`config.mk`:
```
export PLATFORM = sky130hd
export DESIGN_NAME = intc_steer_top
export DESIGN_NICKNAME = d
export VERILOG_FILES = /design/src/rtl/intc_steer_pkg.sv /design/src/rtl/intc_steer_regs.sv /design/src/rtl/intc_steer_route.sv /design/src/rtl/intc_steer_top.sv
export SDC_FILE = /design/constraint.sdc
export NUM_CORES = 1
export LEC_CHECK = 0
export BUFFER_PORTS_ARGS = -buffer_cell sky130_fd_sc_hd__buf_2
export CAP_MARGIN = 30
export CORE_AREA = 5 5 96 98
export CTS_BUF_LIST = sky130_fd_sc_hd__clkbuf_16
export DETAILED_ROUTE_END_ITERATION = 8
export DIE_AREA = 0 0 101 103
export HOLD_SLACK_MARGIN = 0.05
export PLACE_DENSITY = 0.8
export SLEW_MARGIN = 40
export SYNTH_ARGS = -nofsm -noshare
export SYNTH_HDL_FRONTEND = slang
export SYNTH_HIERARCHICAL = 1
export SYNTH_SLANG_ARGS = --single-unit
```
`constraint.sdc`:
```
create_clock -name clk -period 1.72 [get_ports clk]
set_clock_uncertainty 0.15 [all_clocks]
set_input_delay 0.086 -clock clk [delete_from_list [all_inputs] [get_ports clk]]
set_output_delay 0.086 -clock clk [all_outputs]
set_load 0.01 [all_outputs]
```
`src/rtl/intc_steer_pkg.sv`:
```
package intc_steer_pkg;
  localparam int unsigned SRC_N  = 32;
  localparam int unsigned DATA_W = 32;
  localparam int unsigned ADDR_W = 5;

  // populated source positions: 8..14 and 17..31
  localparam logic [SRC_N-1:0] POP_SET = 32'hFFFE_7F00;

  localparam logic [ADDR_W-1:0] OFS_PEND  = 5'h00;
  localparam logic [ADDR_W-1:0] OFS_ENA   = 5'h04;
  localparam logic [ADDR_W-1:0] OFS_STEER = 5'h08;
  localparam logic [ADDR_W-1:0] OFS_CTRL  = 5'h14;

  typedef enum logic [2:0] {
    SEL_PEND, SEL_ENA, SEL_STEER, SEL_CTRL, SEL_NONE
  } reg_sel_e;

  function automatic reg_sel_e decode_ofs(input logic [ADDR_W-1:0] a);
    case (a)
      OFS_PEND:  return SEL_PEND;
      OFS_ENA:   return SEL_ENA;
      OFS_STEER: return SEL_STEER;
      OFS_CTRL:  return SEL_CTRL;
      default:   return SEL_NONE;
    endcase
  endfunction
endpackage

```
`src/rtl/intc_steer_regs.sv`:
```
module intc_steer_regs
  import intc_steer_pkg::*;
#(
  parameter int unsigned     N_SRC  = SRC_N,
  parameter int unsigned     DW     = DATA_W,
  parameter int unsigned     AW     = ADDR_W,
  parameter logic [N_SRC-1:0] POP   = POP_SET
) (
  input  logic             clk,
  input  logic             rst,
  input  logic             req_valid,
  input  logic             req_write,
  input  logic [AW-1:0]    req_addr,
  input  logic [DW-1:0]    req_wdata,
  input  logic [N_SRC-1:0] pend_view,
  output logic [N_SRC-1:0] ena_q,
  output logic [N_SRC-1:0] steer_q,
  output logic             qual_q,
  output logic             rd_valid,
  output logic [DW-1:0]    rd_data
);
  localparam int unsigned PAD = DW - N_SRC;

  reg_sel_e         sel;
  logic             wr_go, rd_go;
  logic [DW-1:0]    rd_mux;
  logic [N_SRC-1:0] wsrc;

  assign sel   = decode_ofs(req_addr);
  assign wr_go = req_valid & req_write;
  assign rd_go = req_valid & ~req_write;
  assign wsrc  = req_wdata[N_SRC-1:0] & POP;

  always_ff @(posedge clk) begin
    if (rst) begin
      ena_q   <= '0;
      steer_q <= '0;
      qual_q  <= 1'b0;
    end else if (wr_go) begin
      case (sel)
        SEL_ENA:   ena_q   <= wsrc;
        SEL_STEER: steer_q <= wsrc;
        SEL_CTRL:  qual_q  <= req_wdata[0];
        default: ;
      endcase
    end
  end

  generate
    if (PAD > 0) begin : g_pad
      always_comb begin
        rd_mux = '0;
        case (sel)
          SEL_PEND:  rd_mux = {{PAD{1'b0}}, pend_view};
          SEL_ENA:   rd_mux = {{PAD{1'b0}}, ena_q};
          SEL_STEER: rd_mux = {{PAD{1'b0}}, steer_q};
          SEL_CTRL:  rd_mux = {{(DW-1){1'b0}}, qual_q};
          default:   rd_mux = '0;
        endcase
      end
    end else begin : g_nopad
      always_comb begin
        rd_mux = '0;
        case (sel)
          SEL_PEND:  rd_mux = pend_view;
          SEL_ENA:   rd_mux = ena_q;
          SEL_STEER: rd_mux = steer_q;
          SEL_CTRL:  rd_mux = {{(DW-1){1'b0}}, qual_q};
          default:   rd_mux = '0;
        endcase
      end
    end
  endgenerate

  always_ff @(posedge clk) begin
    if (rst) begin
      rd_valid <= 1'b0;
      rd_data  <= '0;
    end else begin
      rd_valid <= rd_go;
      rd_data  <= rd_go ? rd_mux : '0;
    end
  end
endmodule

```
`src/rtl/intc_steer_route.sv`:
```
module intc_steer_route #(
  parameter int unsigned      N_SRC = 32,
  parameter logic [N_SRC-1:0] POP   = 32'hFFFE_7F00
) (
  input  logic             clk,
  input  logic             rst,
  input  logic [N_SRC-1:0] src_lines,
  input  logic [N_SRC-1:0] ena_q,
  input  logic [N_SRC-1:0] steer_q,
  input  logic             qual_q,
  output logic [N_SRC-1:0] pend_view,
  output logic             irq_out,
  output logic             fiq_out,
  output logic             wake_out
);
  logic [N_SRC-1:0] live, to_irq, to_fiq;

  genvar i;
  generate
    for (i = 0; i < N_SRC; i++) begin : g_src
      if (POP[i]) begin : g_pop
        assign live[i]   = src_lines[i];
        assign to_irq[i] = src_lines[i] & ena_q[i] & ~steer_q[i];
        assign to_fiq[i] = src_lines[i] & ena_q[i] &  steer_q[i];
      end else begin : g_hole
        assign live[i]   = 1'b0;
        assign to_irq[i] = 1'b0;
        assign to_fiq[i] = 1'b0;
      end
    end
  endgenerate

  assign pend_view = live;
  // no clock in this path: an idle core with stopped clocks still wakes
  assign wake_out  = qual_q ? |(live & ena_q) : |live;

  always_ff @(posedge clk) begin
    if (rst) begin
      irq_out <= 1'b0;
      fiq_out <= 1'b0;
    end else begin
      irq_out <= |to_irq;
      fiq_out <= |to_fiq;
    end
  end
endmodule

```
`src/rtl/intc_steer_top.sv`:
```
module intc_steer_top
  import intc_steer_pkg::*;
(
  input  logic              clk,
  input  logic              rst,
  input  logic [SRC_N-1:0]  src_lines,
  input  logic              req_valid,
  input  logic              req_write,
  input  logic [ADDR_W-1:0] req_addr,
  input  logic [DATA_W-1:0] req_wdata,
  output logic              rd_valid,
  output logic [DATA_W-1:0] rd_data,
  output logic              irq_out,
  output logic              fiq_out,
  output logic              wake_out
);
  logic [SRC_N-1:0] ena_q, steer_q, pend_view;
  logic             qual_q;

  intc_steer_regs #(.N_SRC(SRC_N), .DW(DATA_W), .AW(ADDR_W), .POP(POP_SET)) u_regs (
    .clk(clk), .rst(rst),
    .req_valid(req_valid), .req_write(req_write),
    .req_addr(req_addr), .req_wdata(req_wdata),
    .pend_view(pend_view),
    .ena_q(ena_q), .steer_q(steer_q), .qual_q(qual_q),
    .rd_valid(rd_valid), .rd_data(rd_data)
  );

  intc_steer_route #(.N_SRC(SRC_N), .POP(POP_SET)) u_route (
    .clk(clk), .rst(rst),
    .src_lines(src_lines), .ena_q(ena_q), .steer_q(steer_q), .qual_q(qual_q),
    .pend_view(pend_view),
    .irq_out(irq_out), .fiq_out(fiq_out), .wake_out(wake_out)
  );
endmodule

```
Word level (Yosys, flattened, before mapping)
Index checks and enable logic that the tools add are counted.

Register bits: 80. Bits of input ports: 73. Output and inout port bits: 36. Logic and storage cells: 119.

Equal/unequal tests: 6. Muxes and demuxes: 3. Bitwise logic cells: 93. Reductions and logical operators: 10.

Operators by type and width (count): one-hot mux 32 bit (4 select lines) (1); AND 1 bit (68); OR reduction 22 bit (3); AND 32 bit (1); OR reduction 32 bit (1); inverter 1 bit (24); one-hot mux 3 bit (4 select lines) (1); == test 3 x 2 -> 1 bit, second input constant (2); AND reduction 2 bit (3); == test 5 x 3 -> 1 bit, second input constant (1); == test 5 x 4 -> 1 bit, second input constant (1); == test 5 bit, second input constant (1); logical NOT 5 bit (1); == test 3 x 1 -> 1 bit, second input constant (1); logical NOT 3 bit (1); OR reduction 2 bit (1); two-way mux 1 bit (1).

Depth between registers and ports, before layout
Gate-level depths: netlist of run 1.

Depth after elaboration: 4. Depth in mapped cells: 6. Depth with buffers taken out: 4.

Cells and area by module
The synthesis of run 1 kept the hierarchy.

By module, submodules not included: intc_steer_regs (instances 1, cells each 328, area each 3453.3 sq um, sequential area each 1561.5 sq um); intc_steer_route (instances 1, cells each 121, area each 750.7 sq um, sequential area each 40.0 sq um).

Worst setup path before layout of run 1
Ideal clock, no wire load.

Path kind: in2reg. Start: in req_addr[3]. End: reg u_regs.rd_data[26]. Library setup time: 117 ps. Arrival time: 1117 ps. Data required time: 1453 ps. Path slack: 336 ps. Stages: 5. Buffers on the path: 2. Path through: buf_2 -> clkbuf_1 -> mux2_2 -> a32oi_1 -> nor2_1.

Word-level cells in the longest chain between the ends: 4. Elaborated cells on any way between the ends: 10. Classes of those cells: 6 x eq/ne; 2 x mux; 2 x reduce/logical.

RTL lines: from (decl) (RTL line intc_steer_top.sv:9) `input logic [ADDR_W-1:0] req_addr,`; == test 5 bit, or another cell as far along (RTL line intc_steer_pkg.sv:19) `case (a)`; one-hot mux 3 bit (4 select lines) * (RTL line intc_steer_pkg.sv:19); == test 3 x 2 -> 1 bit, or another cell as far along (RTL line intc_steer_regs.sv:64) `case (sel)`; one-hot mux 32 bit (4 select lines) * (RTL line intc_steer_regs.sv:64); to (signal assigned) (RTL line intc_steer_regs.sv:81) `rd_data <= rd_go ? rd_mux : '0;`; to (decl) (RTL line intc_steer_regs.sv:20) `output logic [DW-1:0] rd_data`.

Mark *: on every way between the ends. The rest lies on a longest branch, timed or not. A chain may end at the register's enable or synchronous reset.

Final worst setup path of run 1
Start: in src_lines[17]. End: out wake_out.

Word-level cells in the longest chain between the ends: 3. Elaborated cells on any way between the ends: 4. Classes of those cells: 1 x mux; 1 x bitwise; 2 x reduce/logical.

RTL lines: from (decl) (RTL line intc_steer_top.sv:6) `input logic [SRC_N-1:0] src_lines,`; AND 32 bit (RTL line intc_steer_route.sv:35) `assign wake_out = qual_q ? |(live & ena_q) : |live;`; OR reduction 32 bit (RTL line intc_steer_route.sv:35); two-way mux 1 bit * (RTL line intc_steer_route.sv:35); to (decl) (RTL line intc_steer_top.sv:15) `output logic wake_out`.

Marked as above.

==> qor.log, run 1 <==
qor: placement.port-buffer-count 89
qor: pwr.combinationalPowerShare 9.2%
qor: layout.filler_cell_count 712
qor: clock_tree.clock_sinks 80
qor: logic_synthesis.mappedNetlistArea 0.00405 sq mm
qor: clock_tree.tritoncts.num_buffers 9
qor: placement.place_congestion 0.935
qor: layout.multi_input_area 0.00214 sq mm
qor: sta.timing.fmax 567 MHz
qor: logic_synthesis.mean_instance_size_in_the_synthesized_netlist 9.46 sq um
qor: pwr.pwr-share-seq 45.7%
qor: sta.post-route-worst-setup-slack -0.0443 ns
qor: global_routing.grt_start_max_net_pins 71
qor: pwr.clockPowerShare 45.1%
qor: layout.syn_to_final_growth 28.4%
qor: sta.max-slew-margin-rel 65.1%
qor: setup_path.cp-start-kind input port
qor: min_path.worstHoldPathType input port to register
qor: route.post_drt_via_cell_ratio 5.43
qor: route.detail_route.iter0.violations 285
qor: placement.dp_hpwl 7.73 mm
qor: setup_path.worstRegToRegCells 3
qor: sta.fin_crit 1.76 ns
qor: route.wirelength 11.5 mm
qor: logic_synthesis.syn-instance-count 428
qor: die.die_area 0.0104 sq mm
qor: setup_path.worstSetupEndpointType primary output
qor: pwr.switchingPower 915 uW
qor: run_status.violated_checks setup timing
qor: global_routing.total_congestion_overflow_after_global_routing 0
qor: route.detail_route.wl_per_cell 17.8 microns
qor: layout.num_antenna_cells 0
qor: pwr.ir_drop 500 uV
qor: route.detail_route.first_pass.iterations 5
qor: run_status.run_status finished, violations left
qor: route.route.vias.total 3527
qor: layout.drive_gt1_share 25.7%
qor: clock_tree.cts_tree built
qor: die.initial_standard_cell_utilization_of_the_core 48.3%
qor: placement.dp_worst_setup_slack 0.179 ns
qor: die.placementRows 34
qor: min_path.worstHoldPathCells 4
qor: global_routing.grt_first_pass_wirelength 17.9 mm
qor: pwr.p_total 4080 uW
qor: clock_tree.postCtsSetupRepairBufs 0
qor: layout.post-route-cell-area 0.00520 sq mm
qor: pwr.power_switching_share 22.4%
qor: sta.fin_crit_sh 103%
qor: die.boundaryPins 109
qor: route.post_detailed_route_count_of_antenna_violating_nets 0
qor: sta.actual_slew_at_the_worst_max_slew_pin 0.524 ns
qor: route.post-route-drc-count 0
qor: global_routing.grt_antenna_before_repair 0
qor: sta.finalSetupViolations 1
qor: setup_path.critical_path_arrival 1.53 ns
qor: sta.finalHoldViolCount 0
qor: clock_tree.cts_root_buffer sky130_fd_sc_hd__clkbuf_16
qor: clock_tree.htree_levels 3
qor: die.die_height 103 microns
qor: layout.final-seq-area 0.00160 sq mm
qor: logic_synthesis.ys_warn_count 6
qor: run.max_cap_viol_count 0
qor: clock_tree.cts.path.max_buffers 2
qor: die.core_area 0.00838 sq mm
qor: pwr.p_leak 0.00219 uW
qor: clock_tree.cts.clk_slew.worst_paths 0.05 ns
qor: setup_path.required 1.48 ns
qor: layout.fin_nets 609
qor: sta.drv_slew 0
qor: pwr.power.density 785 mW/mm^2
qor: setup_path.critical_path.max_fanout 4
qor: placement.placed_cell_area 0.00436 sq mm
qor: sta.unrepaired_setup_endpoints_after_global_routing true
qor: die.chip_width 101 microns
qor: global_routing.vias_in_the_first_global_route 3559
qor: setup_path.path_class input port to primary output
qor: clock_tree.insertion_delay 0.34 ns
qor: global_routing.track_usage 22.3%
qor: pwr.power.internal 3170 uW
==> power groups by stage <==
stage	Combinational, uW	Sequential (uW)	Clock (uW)
after global routing	405	1860	1950
after detailed placement	277	1910	0
after floorplan	192	1910	0
after CTS	358	1860	1870
after global placement	268	1910	0
final	375	1870	1840
==> sequential cells by signal, indices dropped and copies added (netlist names) <==
| register | cells |
|---|---|
| u_regs/qual_q | 1 |
| u_route/fiq_out | 1 |
| u_regs/steer_q | 22 |
| u_regs/ena_q | 22 |
| u_regs/rd_valid | 1 |
| u_regs/rd_data | 32 |
| u_route/irq_out | 1 |
==> critical path, cell delays in order <==
cell and delay, ns:
sky130_fd_sc_hd__dlygate4sd3_1 0.54, sky130_fd_sc_hd__buf_2 0.16, sky130_fd_sc_hd__nor4_2 0.29, sky130_fd_sc_hd__nand2_1 0.11, sky130_fd_sc_hd__nor2_1 0.12, sky130_fd_sc_hd__a21oi_1 0.07
sky130_fd_sc_hd__buf_2 0.16
==> repair_timing <==
action / 4_1_cts / 5_1_grt
cloned: 0 / 1
pin swaps: 2 / 3
hold buffers: 47 / 0
gates resized for setup: 0 / 13
hold endpoints to repair: 63 / 0
setup endpoints to repair: 1 / 15
==> stage by stage <==
stage / hold WS, ns / utilization, % / cells / setup TNS, ns
3_5_place_dp: 0.172 / 52.0 / 586 / 0
6_report: 0.0904 / 62.0 / 649 / -0.0443
5_1_grt: 0.0921 / 62.0 / 649 / -0.0784
2_1_floorplan: 0.00507 / - / 437 / 0
3_3_place_gp: 0.165 / 52.0 / 586 / 0
4_1_cts: 0.0528 / 61.1 / 649 / 0
==> routing by layer <==
layer	up-vias	track usage, %	part of all wire, %
li1	1698	-	-
met1	1641	27.7	42
met2	160	38.1	48
met3	28	5.21	7.3
met4	0	7.46	2.7
met5	-	0	0
==> cells in the final DEF (no fill, tap or decap), types with 12 or more instances in the layout <==
cell type,n
sky130_fd_sc_hd__dlygate4sd3_1,47
sky130_fd_sc_hd__nor2_1,26
sky130_fd_sc_hd__mux2i_1,45
sky130_fd_sc_hd__nand2_1,19
sky130_fd_sc_hd__nand3_1,25
sky130_fd_sc_hd__dfxtp_1,80
sky130_fd_sc_hd__nand2b_1,68
sky130_fd_sc_hd__mux2_2,12
sky130_fd_sc_hd__a32oi_1,22
sky130_fd_sc_hd__buf_2,88
==> area by class of cell <==
class,count,area share (%)
multi-input combinational,300,41.3
clock inverter,7,1.23
tap,108,2.60
clock buffer,9,4.33
sequential,80,30.8
timing repair buffer,145,19.8
==> worst paths after layout <==
kind                            from            endpoint  slack, ns
hold / removal         src_lines[31]  u_regs/rd_data[31]       0.09
setup / recovery       src_lines[17]            wake_out      -0.04
hold reg to reg   u_regs/steer_q[29]  u_regs/steer_q[29]       0.36
setup reg to reg       u_regs/qual_q   u_regs/rd_data[0]       0.24
(Power assumes the default switching activity.)
==> inputs of run 2 (changes only) <==
--- a/config.mk
+++ b/config.mk
@@ -8,11 +8,10 @@
 export BUFFER_PORTS_ARGS = -buffer_cell sky130_fd_sc_hd__buf_2
 export CAP_MARGIN = 30
 export CORE_AREA = 5 5 96 98
-export CTS_BUF_LIST = sky130_fd_sc_hd__clkbuf_16
 export DETAILED_ROUTE_END_ITERATION = 8
 export DIE_AREA = 0 0 101 103
 export HOLD_SLACK_MARGIN = 0.05
-export PLACE_DENSITY = 0.8
+export PLACE_DENSITY_LB_ADDON = 0.3
 export SLEW_MARGIN = 40
 export SYNTH_ARGS = -nofsm -noshare
 export SYNTH_HDL_FRONTEND = slang
==> run 2 against run 1 <==
Compared with the run above:
- the flow now finishes without violations
- wire length is 0.55% lower
- largest power group unchanged
- first-iteration DRC count down 30%
- design area decreased by 0.22%
- critical path type is now register to primary output
- count of clock-buffer cells in the layout unchanged
- clock power down 9%
- sequential power is essentially flat
==> qor.log, run 2 (synthesis results as in run 1) <==
qor: run_status.run_status finished clean
qor: die.die_height 103 microns [unchanged]
qor: route.post_drt_via_cell_ratio 5.39 [-0.89%]
qor: placement.port-buffer-count 89 [unchanged]
qor: sta.fin_crit 1.71 ns [-0.0523 ns]
qor: global_routing.grt_first_pass_wirelength 17.7 mm [-1.2%]
qor: route.detail_route.first_pass.iterations 5 [unchanged]
qor: pwr.p_leak 0.00220 uW [+0.20%]
qor: layout.syn_to_final_growth 28.1%
qor: layout.num_antenna_cells 0 [unchanged]
qor: layout.fin_nets 613 [+0.66%]
qor: layout.drive_gt1_share 28.1% [+2.4 points]
qor: pwr.switchingPower 884 uW [-3.4%]
qor: die.chip_width 101 microns [unchanged]
qor: placement.place_congestion 0.909 [-2.8%]
qor: setup_path.critical_path.max_fanout 4 [unchanged]
qor: route.wirelength 11.5 mm [-0.55%]
qor: layout.reg.largest.list u_regs/rd_data: 32 flops, u_regs/ena_q: 22 flops, u_regs/steer_q: 22 flops
qor: die.core_area 0.00838 sq mm [unchanged]
qor: placement.dp_hpwl 7.67 mm [-0.87%]
qor: pwr.pwr-share-seq 47.7% [+2.0 points]
qor: setup_path.path_class register to primary output
qor: clock_tree.insertion_delay 0.34 ns [about the same]
qor: route.route.vias.total 3517 [-0.28%]
qor: global_routing.vias_in_the_first_global_route 3547 [-0.34%]
qor: pwr.power.internal 3020 uW [-4.7%]
qor: clock_tree.clock_sinks 80 [unchanged]
qor: clock_tree.tritoncts.num_buffers 9 [unchanged]
qor: layout.largest-register u_regs/rd_data
qor: clock_tree.cts_root_buffer sky130_fd_sc_hd__clkbuf_8
qor: setup_path.required 1.48 ns [about the same]
qor: sta.finalSetupViolations 0 [-1]
qor: sta.drv_slew 0 [unchanged]
qor: placement.placed_cell_area 0.00435 sq mm [-0.17%]
qor: layout.layout_commonest_cell sky130_fd_sc_hd__buf_2
qor: setup_path.cp-start-kind register
qor: global_routing.grt_antenna_before_repair 0 [unchanged]
qor: sta.fin_crit_sh 99.5% [-3.0 points]
qor: die.die_area 0.0104 sq mm [unchanged]
qor: sta.finalHoldViolCount 0 [unchanged]
qor: global_routing.total_congestion_overflow_after_global_routing 0 [unchanged]
qor: pwr.clockPowerShare 42.8% [-2.3 points]
qor: global_routing.track_usage 21.7% [-0.55 points]
qor: min_path.worstHoldPathType input port to register
qor: sta.max-slew-margin-rel 65.9% [+0.81 points]
qor: clock_tree.cts_tree built
qor: pwr.power_switching_share 22.6% [+0.24 points]
qor: die.placementRows 34 [unchanged]
qor: layout.layout_common_cells sky130_fd_sc_hd__buf_2, sky130_fd_sc_hd__dfxtp_1, sky130_fd_sc_hd__nand2b_1, sky130_fd_sc_hd__dlygate4sd3_1, sky130_fd_sc_hd__mux2i_1
qor: die.boundaryPins 109 [unchanged]
qor: layout.largest_reg_flops 32 [unchanged]
qor: sta.setup-tns-final 0 ns [+0.0443 ns]
qor: sta.actual_slew_at_the_worst_max_slew_pin 0.512 ns [-0.0121 ns]
qor: pwr.p_total 3900 uW [-4.4%]
qor: route.post_detailed_route_count_of_antenna_violating_nets 0 [unchanged]
qor: global_routing.grt_start_max_net_pins 71 [unchanged]
qor: setup_path.worstSetupEndpointType primary output
qor: pwr.ir_drop 485 uV [-2.9%]
qor: route.detail_route.wl_per_cell 17.6 microns [-1.2%]
qor: clock_tree.cts.path.max_buffers 2 [unchanged]
qor: sta.unrepaired_setup_endpoints_after_global_routing true
qor: pwr.power.density 752 mW/mm^2 [-4.2%]
qor: route.detail_route.iter0.violations 200 [-30%]
qor: die.initial_standard_cell_utilization_of_the_core 48.3% [unchanged]
qor: sta.finalHoldWorstSlack 0.0505 ns [-0.0399 ns]
qor: run.max_cap_viol_count 0 [unchanged]
qor: clock_tree.htree_levels 3 [unchanged]
qor: layout.post-route-cell-area 0.00519 sq mm [-0.22%]
qor: route.post-route-drc-count 0 [unchanged]
qor: pwr.combinationalPowerShare 9.5% [+0.3 points]
qor: clock_tree.cts.clk_slew.worst_paths 0.08 ns [+0.03 ns]
qor: sta.timing.fmax 584 MHz [+3.1%]
qor: setup_path.critical_path_arrival 1.48 ns [-0.05 ns]
==> run 2: changes by cell type in the layout (fill, tap and decap cells not counted), sizes merged <==
cell    change
buf         +4
bufinv      +2
clkinv      -2
==> run 2: layer usage <==
metal / GRT usage [%] / up-vias / part of all wire (%)
li1: - / 1706 / -
met1: 27.9 / 1664 / 44
met2: 37.1 / 128 / 49
met3: 3.32 / 19 / 5.4
met4: 8.08 / 0 / 1.8
met5: 0 / - / 0
==> run 2: repair_timing <==
| item | 4_1_cts | 5_1_grt |
|---|---|---|
| pin swaps | 3 | 0 |
| hold buffers | 47 | 0 |
| gates resized for setup | 17 | 6 |
| endpoints found under the setup margin | 1 | 3 |
| endpoints found under the hold margin | 65 | 0 |
| buffers inserted | 4 | 0 |
| cloned | 0 | 1 |
==> run 2: critical path: stages, from the launching register on <==
cell and delay, ns:
sky130_fd_sc_hd__dfxtp_2 0.34, sky130_fd_sc_hd__nand2_2 0.08, sky130_fd_sc_hd__nand4_1 0.12, sky130_fd_sc_hd__nor4_2 0.29, sky130_fd_sc_hd__a21oi_1 0.14, sky130_fd_sc_hd__buf_2 0.16
==> run 2: area by class of cell <==
type	instances	area (sq um)
Clock buffer	9	124
Tap cell	108	135
Multi-Input combinational cell	300	2140
Fill cell	730	3190
Sequential cell	80	1610
Clock inverter	7	119
Timing Repair Buffer	149	1060
==> run 2: through the flow <==
stage | setup WS, ns | utilization, % | std cells
4_1_cts | 0.00108 | 61.3 | 652
5_1_grt | -0.0752 | 61.9 | 653
2_1_floorplan | 0.336 | - | 437
3_5_place_dp | 0.258 | 51.9 | 585
3_3_place_gp | 0.280 | 51.9 | 585
6_report | 0.00804 | 61.9 | 653
==> run 2: worst paths after layout <==
kind                  endpoint  depth (start not counted)  slack (ns)              from
max                   wake_out                          5       0.008  u_regs/ena_q[22]
min          u_regs/rd_data[9]                          4        0.05      src_lines[9]
max reg2reg  u_regs/rd_data[0]                          3        0.24     u_regs/qual_q
min reg2reg   u_regs/ena_q[22]                          2        0.36  u_regs/ena_q[22]
==> run 2: power groups by stage <==
stage	clock network (uW)	registers, uW	logic, uW
2_1_floorplan	0	1910	192
3_3_place_gp	0	1910	272
3_5_place_dp	0	1910	276
4_1_cts	1700	1860	361
5_1_grt	1780	1860	401
6_report	1670	1860	372
==> inputs of run 3 (changes only) <==
--- a/config.mk
+++ b/config.mk
@@ -12,6 +12,7 @@
 export DIE_AREA = 0 0 101 103
 export HOLD_SLACK_MARGIN = 0.05
 export PLACE_DENSITY_LB_ADDON = 0.3
+export RECOVER_POWER = 50
 export SLEW_MARGIN = 40
 export SYNTH_ARGS = -nofsm -noshare
 export SYNTH_HDL_FRONTEND = slang
==> run 3 against run 2 <==
Compared with the run above:
- combinational power decreased by 1%
- core utilization is 0.69 points lower
- design area shrank 1.1%
- non-clock buffer count did not move
- first-iteration DRC count fell by 12%
- sequential share of layout area is 0.28 points higher
- setup slack worse by 0.0029 ns
- clock power barely moved
- via count down 1.1%
- maximum frequency is 0.17% lower
- die area is the same
- largest cell class unchanged
==> qor.log, run 3 (synthesis results as in run 1) <==
qor: die.placementRows 34 [unchanged]
qor: route.detail_route.first_pass.iterations 4 [-1]
qor: layout.filler_cell_count 742 [+1.6%]
qor: die.die_area 0.0104 sq mm [unchanged]
qor: layout.post-route-util 61.2% [-0.69 points]
qor: clock_tree.cts.clk_slew.worst_paths 0.08 ns [about the same]
qor: clock_tree.clock_sinks 80 [unchanged]
qor: run_status.run_status finished clean
qor: layout.layout_common_cells sky130_fd_sc_hd__dfxtp_1, sky130_fd_sc_hd__nand2b_1, sky130_fd_sc_hd__buf_2, sky130_fd_sc_hd__dlygate4sd3_1, sky130_fd_sc_hd__mux2i_1
qor: setup_path.critical_path.max_fanout 4 [unchanged]
qor: route.post_drt_via_cell_ratio 5.33 [-1.1%]
qor: die.initial_standard_cell_utilization_of_the_core 48.3% [unchanged]
qor: layout.fin_nets 613 [unchanged]
qor: run.max_cap_viol_count 0 [unchanged]
qor: clock_tree.cts.path.max_buffers 2 [unchanged]
qor: global_routing.track_usage 21.7% [unchanged]
qor: global_routing.total_congestion_overflow_after_global_routing 0 [unchanged]
qor: sta.finalSetupViolations 0 [unchanged]
qor: route.detail_route.iter0.violations 177 [-12%]
qor: global_routing.grt_antenna_before_repair 0 [unchanged]
qor: route.post-route-drc-count 0 [unchanged]
qor: sta.finalHoldViolCount 0 [unchanged]
qor: pwr.power.density 761 mW/mm^2 [+1.2%]
qor: layout.largest_reg_flops 32 [unchanged]
qor: setup_path.crit_family simple AND/OR/NAND/NOR gates
qor: placement.place_congestion 0.909 [unchanged]
qor: route.wirelength 11.4 mm [-0.28%]
qor: layout.multi_input_area 0.00213 sq mm [-0.29%]
qor: sta.fin_crit 1.71 ns [+0.00287 ns]
qor: route.post_detailed_route_count_of_antenna_violating_nets 0 [unchanged]
qor: clock_tree.cts_tree built
qor: pwr.p_leak 0.00204 uW [-7.3%]
qor: clock_tree.tritoncts.num_buffers 9 [unchanged]
qor: layout.drive_gt1_share 21.3% [-6.8 points]
qor: sta.timing.fmax 583 MHz [-0.17%]
qor: sta.max-slew-margin-rel 65.6% [-0.30 points]
qor: layout.reg.largest.list u_regs/rd_data: 32 flops, u_regs/ena_q: 22 flops, u_regs/steer_q: 22 flops
qor: clock_tree.insertion_delay 0.34 ns [about the same]
qor: sta.post-route-worst-setup-slack 0.00517 ns [-0.00287 ns]
qor: route.route.vias.total 3480 [-1.1%]
qor: sta.drv_slew 0 [unchanged]
qor: setup_path.timing.critical_path.cells nand2_2 > nand4_1 > nor4_2 > a21oi_1 > buf_2
qor: setup_path.cp-start-kind register
qor: global_routing.grt_start_max_net_pins 71 [unchanged]
qor: die.boundaryPins 109 [unchanged]
qor: pwr.ir_drop 486 uV [about the same]
qor: setup_path.path_class register to primary output
qor: route.detail_route.wl_per_cell 17.5 microns [-0.28%]
qor: min_path.worstHoldPathType input port to register
qor: sta.actual_slew_at_the_worst_max_slew_pin 0.516 ns [+0.00449 ns]
qor: placement.dp_worst_setup_slack 0.258 ns [unchanged]
qor: sta.fin_crit_sh 99.7% [+0.17 points]
qor: setup_path.critical_path_arrival 1.48 ns [about the same]
qor: setup_path.required 1.48 ns [about the same]
qor: layout.layout_commonest_cell sky130_fd_sc_hd__dfxtp_1
qor: setup_path.worstSetupEndpointType primary output
qor: clock_tree.htree_levels 3 [unchanged]
qor: die.chip_width 101 microns [unchanged]
qor: layout.final-seq-area 0.00161 sq mm [-0.23%]
qor: die.die_height 103 microns [unchanged]
qor: clock_tree.cts_root_buffer sky130_fd_sc_hd__clkbuf_8
qor: layout.num_antenna_cells 0 [unchanged]
qor: setup_path.standard_cell_with_the_maximum_stage_delay_on_the_critical_path sky130_fd_sc_hd__dfxtp_2
qor: placement.port-buffer-count 89 [unchanged]
qor: global_routing.vias_in_the_first_global_route 3547 [unchanged]
qor: die.core_area 0.00838 sq mm [unchanged]
qor: layout.largest-register u_regs/rd_data
qor: placement.dp_hpwl 7.67 mm [unchanged]
qor: setup_path.cp_slowest_stage_delay 0.34 ns [about the same]
qor: sta.unrepaired_setup_endpoints_after_global_routing true
qor: global_routing.grt_first_pass_wirelength 17.7 mm [unchanged]
qor: layout.syn_to_final_growth 26.7%
qor: setup_path.worstPathBufferInverterCount 1 [unchanged]
run 3: final timing paths:
kind                    start                end  slack, ns  cells past startpoint
max          u_regs/ena_q[22]           wake_out      0.005                      5
min              src_lines[9]  u_regs/rd_data[9]       0.05                      4
max reg2reg     u_regs/qual_q  u_regs/rd_data[0]       0.24                      3
min reg2reg  u_regs/ena_q[22]   u_regs/ena_q[22]       0.36                      2
run 3: worst register-to-register path: stages (launching register included):
cell	delay (ns)
sky130_fd_sc_hd__dfxtp_1	0.43
sky130_fd_sc_hd__nand4_1	0.10
sky130_fd_sc_hd__dlygate4sd3_1	0.57
sky130_fd_sc_hd__a21oi_1	0.16
run 3: timing repair:
action                                  CTS  global route
hold buffers                             47             0
gates cloned                              0             1
endpoints found under the setup margin    1             3
gates resized for setup                  17             6
pin swaps                                 3             0
setup buffers                             4             0
endpoints found under the hold margin    65             0
run 3: cell type report:
type | count | share of cell area [%]
multi-input combinational | 300 | 41.6
sequential | 80 | 31.4
timing repair buffer | 149 | 19.7
tap | 108 | 2.63
clock buffer | 9 | 2.41
clock inverter | 7 | 2.32
run 3: routing by layer:
metal | share of wire, % | track usage, % | vias to the layer above
met3 | 5.8 | 3.32 | 19
met2 | 49 | 37.1 | 118
met4 | 2.1 | 8.08 | 0
met1 | 43 | 27.9 | 1638
met5 | 0 | 0 | -
li1 | - | - | 1705
run 3: where the power goes:
part	switching (uW)	leakage [uW]	internal, uW
clock	708	0.000116	966
sequential	5.53	0.000648	1860
combinational	173	0.00127	196
run 3: through the flow:
step / hold slack [ns] / instance area [sq um] / cells / TNS, ns / total power, uW
2_1_floorplan: 0.00507 / 4080 / 437 / 0 / 2100
3_3_place_gp: 0.166 / 4350 / 585 / 0 / 2180
3_5_place_dp: 0.165 / 4350 / 585 / 0 / 2180
4_1_cts: 0.0501 / 5130 / 652 / 0 / 3930
5_1_grt: 0.0753 / 5130 / 653 / -0.0752 / 4040
6_report: 0.0513 / 5130 / 653 / 0 / 3900
